<file path="src/rtl/msi_remap_pkg.sv">
package msi_remap_pkg;
  typedef enum logic [1:0] {ST_OK = 2'b00, ST_ABORT = 2'b01, ST_HWERR = 2'b10} remap_status_e;
  typedef enum logic [2:0] {CL_VECTORED, CL_NMI, CL_INIT, CL_EXTINT, CL_LINT0, CL_LINT1, CL_BLOCKED} msg_class_e;
  typedef enum logic [1:0] {IC_ABORT = 2'b00, IC_PASS = 2'b01, IC_REMAP = 2'b10, IC_RSVD = 2'b11} int_ctl_e;
  typedef enum logic [1:0] {S_IDLE, S_DT, S_EVAL, S_MEM} fsm_state_e;

  localparam int CTL_VALID   = 0;
  localparam int CTL_IC_LO   = 1;
  localparam int CTL_SIZE_LO = 3;
  localparam int CTL_SIZE_W  = 4;
  localparam int CTL_NMI     = 7;
  localparam int CTL_INIT    = 8;
  localparam int CTL_EXTINT  = 9;
  localparam int CTL_LINT0   = 10;
  localparam int CTL_LINT1   = 11;
  localparam int CTL_ROOT_LO = 32;
  localparam int TYPE_LO     = 8;
  localparam logic [11:0] LAPIC_TOP = 12'hFEE;
endpackage

</file>
<file path="src/rtl/msi_class_decode.sv">
module msi_class_decode
  import msi_remap_pkg::*;
(
  input  logic [2:0] msg_type,
  input  logic [1:0] lint_sel,
  output msg_class_e cls
);
  always_comb begin
    cls = CL_BLOCKED;
    unique case (lint_sel)
      2'b01: cls = CL_LINT0;
      2'b10: cls = CL_LINT1;
      2'b11: cls = CL_BLOCKED;
      default: begin
        unique case (msg_type)
          3'b000, 3'b001: cls = CL_VECTORED;
          3'b100:         cls = CL_NMI;
          3'b101:         cls = CL_INIT;
          3'b111:         cls = CL_EXTINT;
          default:        cls = CL_BLOCKED;
        endcase
      end
    endcase
  end
endmodule

</file>
<file path="src/rtl/msi_index_check.sv">
module msi_index_check #(
  parameter int IDX_W  = 8,
  parameter int SIZE_W = 4
) (
  input  logic [IDX_W-1:0]  idx,
  input  logic [SIZE_W-1:0] size_n,
  output logic              in_range,
  output logic [IDX_W+1:0]  byte_off
);
  localparam logic [SIZE_W-1:0] FULL_N = SIZE_W'(IDX_W);

  always_comb begin
    byte_off = {idx, 2'b00};
    if (size_n >= FULL_N) in_range = 1'b1;
    else                  in_range = ((idx >> size_n) == '0);
  end

  always_comb begin
    if (size_n == '0) assert (in_range == (idx == '0)) else $error("assert_size_zero_R3");
  end
endmodule

</file>
<file path="src/rtl/msi_entry_build.sv">
module msi_entry_build
  import msi_remap_pkg::*;
(
  input  logic [31:0] entry,
  output logic        enabled,
  output logic [31:0] new_addr,
  output logic [31:0] new_data
);
  logic unused_entry_bits;
  assign unused_entry_bits = ^{entry[31:24], entry[7], entry[1]};

  always_comb begin
    enabled  = entry[0];
    new_addr = {LAPIC_TOP, entry[15:8], 8'h00, entry[5], entry[6], 2'b00};
    new_data = {21'h0, entry[4:2], entry[23:16]};
  end
endmodule

</file>
<file path="src/rtl/msi_remap_unit.sv">
module msi_remap_unit
  import msi_remap_pkg::*;
#(
  parameter int IDX_W  = 8,
  parameter int ADDR_W = 32
) (
  input  logic              clk,
  input  logic              rst_n,
  input  logic              req_valid,
  output logic              req_ready,
  input  logic [31:0]       req_addr,
  input  logic [31:0]       req_data,
  input  logic [15:0]       req_rid,
  input  logic [1:0]        lint_sel,
  output logic              dt_rd_en,
  output logic [15:0]       dt_rd_idx,
  input  logic [63:0]       dt_rd_word,
  output logic              mem_rd_en,
  output logic [ADDR_W-1:0] mem_rd_addr,
  input  logic              mem_rd_valid,
  input  logic [31:0]       mem_rd_data,
  input  logic              mem_rd_err,
  output logic              done,
  output logic [1:0]        status,
  output logic [31:0]       out_addr,
  output logic [31:0]       out_data
);
  localparam int OFF_W = IDX_W + 2;

  fsm_state_e    state_q, state_d;
  logic [31:0]   raddr_q, rdata_q;
  logic [15:0]   rid_q;
  logic [1:0]    lint_q;
  logic [ADDR_W-1:0] maddr_q, maddr_d;
  logic          done_q;
  remap_status_e st_q, st_d;
  logic [31:0]   oaddr_q, odata_q, oaddr_d, odata_d;
  logic          load_req, fin, go_mem;

  msg_class_e        cls;
  logic              in_range;
  logic [OFF_W-1:0]  byte_off;
  logic              ent_en;
  logic [31:0]       ent_addr, ent_data;
  int_ctl_e          ic;
  logic unused_ctl_bits;
  assign unused_ctl_bits = ^dt_rd_word[31:12];

  msi_class_decode u_decode (
    .msg_type (rdata_q[TYPE_LO+2:TYPE_LO]),
    .lint_sel (lint_q),
    .cls      (cls)
  );

  msi_index_check #(.IDX_W(IDX_W), .SIZE_W(CTL_SIZE_W)) u_range (
    .idx      (rdata_q[IDX_W-1:0]),
    .size_n   (dt_rd_word[CTL_SIZE_LO+CTL_SIZE_W-1:CTL_SIZE_LO]),
    .in_range (in_range),
    .byte_off (byte_off)
  );

  msi_entry_build u_build (
    .entry    (mem_rd_data),
    .enabled  (ent_en),
    .new_addr (ent_addr),
    .new_data (ent_data)
  );

  assign ic = int_ctl_e'(dt_rd_word[CTL_IC_LO+1:CTL_IC_LO]);

  // next-state and result selection
  always_comb begin
    state_d  = state_q;
    fin      = 1'b0;
    go_mem   = 1'b0;
    st_d     = ST_OK;
    oaddr_d  = raddr_q;
    odata_d  = rdata_q;
    maddr_d  = dt_rd_word[CTL_ROOT_LO+ADDR_W-1:CTL_ROOT_LO] + ADDR_W'(byte_off);
    load_req = 1'b0;
    unique case (state_q)
      S_IDLE: begin
        if (req_valid) begin
          load_req = 1'b1;
          state_d  = S_DT;
        end
      end
      S_DT: state_d = S_EVAL;
      S_EVAL: begin
        if (!dt_rd_word[CTL_VALID]) begin
          fin = 1'b1;
        end else begin
          unique case (cls)
            CL_VECTORED: begin
              if (ic == IC_PASS)                 fin = 1'b1;
              else if (ic == IC_REMAP && in_range) go_mem = 1'b1;
              else begin fin = 1'b1; st_d = ST_ABORT; end
            end
            CL_NMI:    begin fin = 1'b1; if (!dt_rd_word[CTL_NMI])    st_d = ST_ABORT; end
            CL_INIT:   begin fin = 1'b1; if (!dt_rd_word[CTL_INIT])   st_d = ST_ABORT; end
            CL_EXTINT: begin fin = 1'b1; if (!dt_rd_word[CTL_EXTINT]) st_d = ST_ABORT; end
            CL_LINT0:  begin fin = 1'b1; if (!dt_rd_word[CTL_LINT0])  st_d = ST_ABORT; end
            CL_LINT1:  begin fin = 1'b1; if (!dt_rd_word[CTL_LINT1])  st_d = ST_ABORT; end
            default:   begin fin = 1'b1; st_d = ST_ABORT; end
          endcase
        end
        state_d = go_mem ? S_MEM : S_IDLE;
      end
      S_MEM: begin
        if (mem_rd_valid) begin
          fin     = 1'b1;
          state_d = S_IDLE;
          if (mem_rd_err)   st_d = ST_HWERR;
          else if (!ent_en) st_d = ST_ABORT;
          else begin
            oaddr_d = ent_addr;
            odata_d = ent_data;
          end
        end
      end
      default: state_d = S_IDLE;
    endcase
    if (st_d != ST_OK) begin
      oaddr_d = '0;
      odata_d = '0;
    end
  end

  always_ff @(posedge clk or negedge rst_n) begin
    if (!rst_n) begin
      state_q <= S_IDLE;
      raddr_q <= '0;
      rdata_q <= '0;
      rid_q   <= '0;
      lint_q  <= '0;
      maddr_q <= '0;
      done_q  <= 1'b0;
      st_q    <= ST_OK;
      oaddr_q <= '0;
      odata_q <= '0;
    end else begin
      state_q <= state_d;
      done_q  <= fin;
      if (load_req) begin
        raddr_q <= req_addr;
        rdata_q <= req_data;
        rid_q   <= req_rid;
        lint_q  <= lint_sel;
      end
      if (go_mem) maddr_q <= maddr_d;
      if (fin) begin
        st_q    <= st_d;
        oaddr_q <= oaddr_d;
        odata_q <= odata_d;
      end
    end
  end

  assign req_ready   = (state_q == S_IDLE);
  assign dt_rd_en    = (state_q == S_DT);
  assign dt_rd_idx   = rid_q;
  assign mem_rd_en   = (state_q == S_MEM);
  assign mem_rd_addr = maddr_q;
  assign done        = done_q;
  assign status      = st_q;
  assign out_addr    = oaddr_q;
  assign out_data    = odata_q;

  assert_done_pulse_R11: assert property (@(posedge clk) disable iff (!rst_n)
    done |=> !done);
  assert_accept_busy_R11: assert property (@(posedge clk) disable iff (!rst_n)
    (req_valid && req_ready) |=> !req_ready);
  assert_hwerr_source_R10: assert property (@(posedge clk) disable iff (!rst_n)
    (done && status == ST_HWERR) |-> $past(mem_rd_valid && mem_rd_err));
  assert_abort_zero_R5: assert property (@(posedge clk) disable iff (!rst_n)
    (done && status != ST_OK) |-> (out_addr == 32'h0 && out_data == 32'h0));
  assert_read_needs_valid_R1: assert property (@(posedge clk) disable iff (!rst_n)
    $rose(mem_rd_en) |-> $past(dt_rd_word[CTL_VALID]));
  assert_remap_base_R6: assert property (@(posedge clk) disable iff (!rst_n)
    (done && status == ST_OK && $past(mem_rd_en)) |-> out_addr[31:20] == LAPIC_TOP);
endmodule

</file>
<file path="config.mk">
export PLATFORM = sky130hd
export DESIGN_NAME = msi_remap_unit
export DESIGN_NICKNAME = d
export VERILOG_FILES = /design/src/rtl/msi_remap_pkg.sv /design/src/rtl/msi_class_decode.sv /design/src/rtl/msi_index_check.sv /design/src/rtl/msi_entry_build.sv /design/src/rtl/msi_remap_unit.sv
export SDC_FILE = /design/constraint.sdc
export NUM_CORES = 1
export LEC_CHECK = 0
export BUFFER_PORTS_ARGS = -buffer_cell sky130_fd_sc_hd__buf_2
export CAP_MARGIN = 20
export CORE_ASPECT_RATIO = 1.1
export CORE_MARGIN = 3
export CORE_UTILIZATION = 45
export CTS_CLUSTER_SIZE = 8
export DETAILED_ROUTE_END_ITERATION = 10
export GPL_TIMING_DRIVEN = 0
export PLACE_DENSITY_LB_ADDON = 0.08
export SLEW_MARGIN = 25
export SYNTH_ARGS = -nofsm -noshare
export SYNTH_HDL_FRONTEND = slang
export SYNTH_SLANG_ARGS = --single-unit
</file>
<file path="constraint.sdc">
create_clock -name clk -period 6.3 [get_ports clk]
set_input_delay 1.26 -clock clk [delete_from_list [all_inputs] [get_ports clk]]
set_output_delay 1.26 -clock clk [all_outputs]
set_load 0.01 [all_outputs]
</file>
==> qor.csv <==
metric;value;unit
status;completed;
CP max-delay cell;o41a_1;
CP Capture Type;flip-flop;
total negative slack;0;ns
DRC Markers;0;
RSZ-0062 raised after global routing;no;
#FFs+latches synth;183;
Total Routing Usage GR;21.5;%
Tcrit/Tclk final;47.3;%
first-pass GRT wire length;34200;um
final antenna-violating net count;0;
CP arrival;3.33;ns
worst hold path type;flip-flop to flip-flop;
Vias/cell;5.09;
Worst Reg2Reg Path Length in Cells;6;
Critical Path Max Stage Delay;0.50;ns
CTS max path bufs;2;
crit path kind;input port to flip-flop;
Filler cells;1610;
P per Cell Area;465;mW/mm2
GRT overflow;0;
port buffer count;270;
die area;0.0206;mm2
global placement routability congestion;0.844;
Vias;6487;
row count;52;
clock-pin slew on the worst setup and hold paths;0.07;ns
Cell variety after synth;45;
Post-CTS Setup Inserts;0;
area of the multi-input gates;0.00362;mm2
top post-synthesis cells by area;dfrtp_1 (54%), mux2_2 (12%), o31ai_2 (7.4%);
Post-synth ARST share;100;%
post-layout util;58.6;%
final setup violating endpoints;0;
Initial Utilization;46.0;%
max cap viols;0;
Seq/Total Area, Yosys;53.9;%
core area;0.0185;mm2
placed standard-cell area;0.0102;mm2
largest net degree at the start of global routing;92;
Die X;137;um
Avg Cell Area, Syn;11.7;um2
Post-synth top flop;dfrtp_1;
crit-path max FO;10;
post-layout worst setup margin;3.32;ns
Tmin final;2.98;ns
Ys Warns;0;
Hold WS;0.472;ns
H-tree depth;4;
share of Yosys cell area claimed by the top area cell type;53.9;%
Setup WS pre-CTS;2.80;ns
Worst VDD drop;0.219;mV
register area;0.00458;mm2
fmax;336;MHz
Slew HR;43.7;%
Post-synth EDFFs;0;
FF-to-FF Start;state_q[1];
# hold bufs at CTS;0;
fin nets;1208;
post-CTS sizing;0;
clk_skew;0.00976;ns
initial antenna violation count;3;
Hold Path Origin;out_addr[24];
vias in the first global route;6617;
crit start category;input port;
worst skew pair latency;0.44;ns
synthesized net count;917;
Initial DRC Count;263;
Final Max Slew Viols;0;
commonest cells after routing, fill and taps aside;buf_2 (276), dfrtp_1 (183), nand2_1 (111), mux2_2 (88), o31ai_2 (50);
worst hold stages;2;
worst-path cell chain;buf_2 > and4bb_1 > a211oi_1 > o41a_1 > o221ai_2 > buf_2 > clkbuf_1 > nand2_1 > o31ai_2;
Hold Crit Endpoint;out_addr[24];
area leader, netlist;dfrtp_1;
total routed wirelength;21900;um
Final Hold Fails;0;
Worst path most repeated cell;buf_2;
clk sinks;183;
reg-to-reg critical path endpoint;raddr_q[31];
Design Area, Final;0.0108;mm2
TritonCTS buffer count;17;
routed len/inst;17.2;um
I/O pin cnt;301;
Reg2Reg Setup Slack;3.52;ns
proportion of layout cells with a drive suffix above 1;45.1;%
1st-pass router iterations;4;
Slew @ Worst Pin;0.844;ns
TritonCTS clock tree;built;
most common cell after layout, fill and taps aside;buf_2;
Critical Path RT;6.65;ns
synthesized instance count;725;
Area Growth Syn to Fin;27.4;%
CTS root buf;clkbuf_16;
Synth Cell Area;0.00850;mm2
Die Span Y;150;um
static leakage;5.26;nW
post-DP HPWL;16400;um
[flip-flops by register name (all words and copies together), names as in the netlist, 2 cells and up]
| signal | count |
|---|---|
| out_addr | 32 |
| out_data | 32 |
| mem_rd_addr | 32 |
| state_q | 2 |
| rdata_q | 32 |
| raddr_q | 32 |
| dt_rd_idx | 16 |
| status | 2 |
| lint_q | 2 |
[metrics by stage]
stage          std cells  power, W
2_1_floorplan        725   0.00328
3_3_place_gp        1238   0.00393
3_5_place_dp        1240   0.00399
4_1_cts             1272   0.00509
5_1_grt             1274   0.00539
6_report            1274   0.00504
[kinds of logic (layout without fill, tap and decap cells)]
| logic type | Yosys count | count (layout) | synth area share, % |
|---|---|---|---|
| AO/OA/AOI/OAI | 128 | 128 | 13.2 |
| buffers and inverters | 60 | 364 | 3.59 |
| XOR/XNOR | 29 | 29 | 2.99 |
| multiplexers | 111 | 111 | 14.4 |
| flip-flops | 183 | 183 | 53.9 |
| other | 0 | 2 | 0 |
| AND/OR/NAND/NOR | 205 | 205 | 10.6 |
| adder cells (fa/ha/maj) | 9 | 9 | 1.41 |
[power by group]
part / total (W) / internal, W / switching (W) / leakage [nW]
clock: 0.00110 / 0.000609 / 0.000489 / 0.287
combinational: 0.00195 / 0.000913 / 0.00104 / 2.71
sequential: 0.00198 / 0.00168 / 0.000300 / 2.27
total: 0.00504 / 0.00321 / 0.00183 / 5.26
[worst max path at each step]
stage / cells after the start / end / from
finish: 9 / out_addr[21] / dt_rd_word[5]
global route: 9 / out_addr[20] / dt_rd_word[5]
CTS: 6 / raddr_q[25] / req_valid
detailed placement: 6 / raddr_q[21] / req_valid
global placement: 1 / out_data[20] / rst_n
floorplan: 9 / mem_rd_addr[18] / dt_rd_word[34]
[cells in the mapped netlist, types with 2 or more instances]
cell / n
xnor2_1: 25
and3_1: 5
o21ai_0: 7
or3_1: 2
dfrtp_1: 183
nand3_1: 10
buf_1: 9
nor3b_1: 5
nor2_1: 44
o31ai_1: 15
nor3_1: 9
a31oi_1: 4
o31ai_2: 50
buf_4: 9
and2_1: 2
a21o_1: 5
buf_2: 7
buf_6: 5
xor2_1: 4
nand2_1: 111
nor4_1: 3
a21oi_1: 33
o21bai_1: 3
nor4b_1: 2
mux2_2: 88
ha_1: 8
nor2b_1: 5
nand2b_1: 3
o21a_1: 2
clkbuf_1: 16
inv_1: 14
mux2i_1: 23
a211oi_1: 2
[critical path, delay by kind of cell]
kind                   cells  cell delay, ns
AO/OA/AOI/OAI              4            0.88
AND/OR/NAND/NOR            2            0.33
buffers and inverters      3            0.84
[area by class of cell]
type                    instances  share of cell area, %
flip-flops and latches        183                   42.3
multi-input cells             482                   33.4
repair buffers                272                   13.1
clock buffers                  19                   4.09
well taps                     243                   2.81
plain buffers                  46                   2.33
clock inverters                13                   1.48
inverters                      14                  0.485
diodes                          2                 0.0462
[per-layer routing]
layer  global-route usage, %  vias up  wire length [um]
li1                        -     3120                 -
met1                    27.0     3166              9210
met2                    35.9      175             10800
met3                    6.78       24              1580
met4                    5.64        2               306
met5                       0        -                 7
Power figures use the tool's default switching activity.
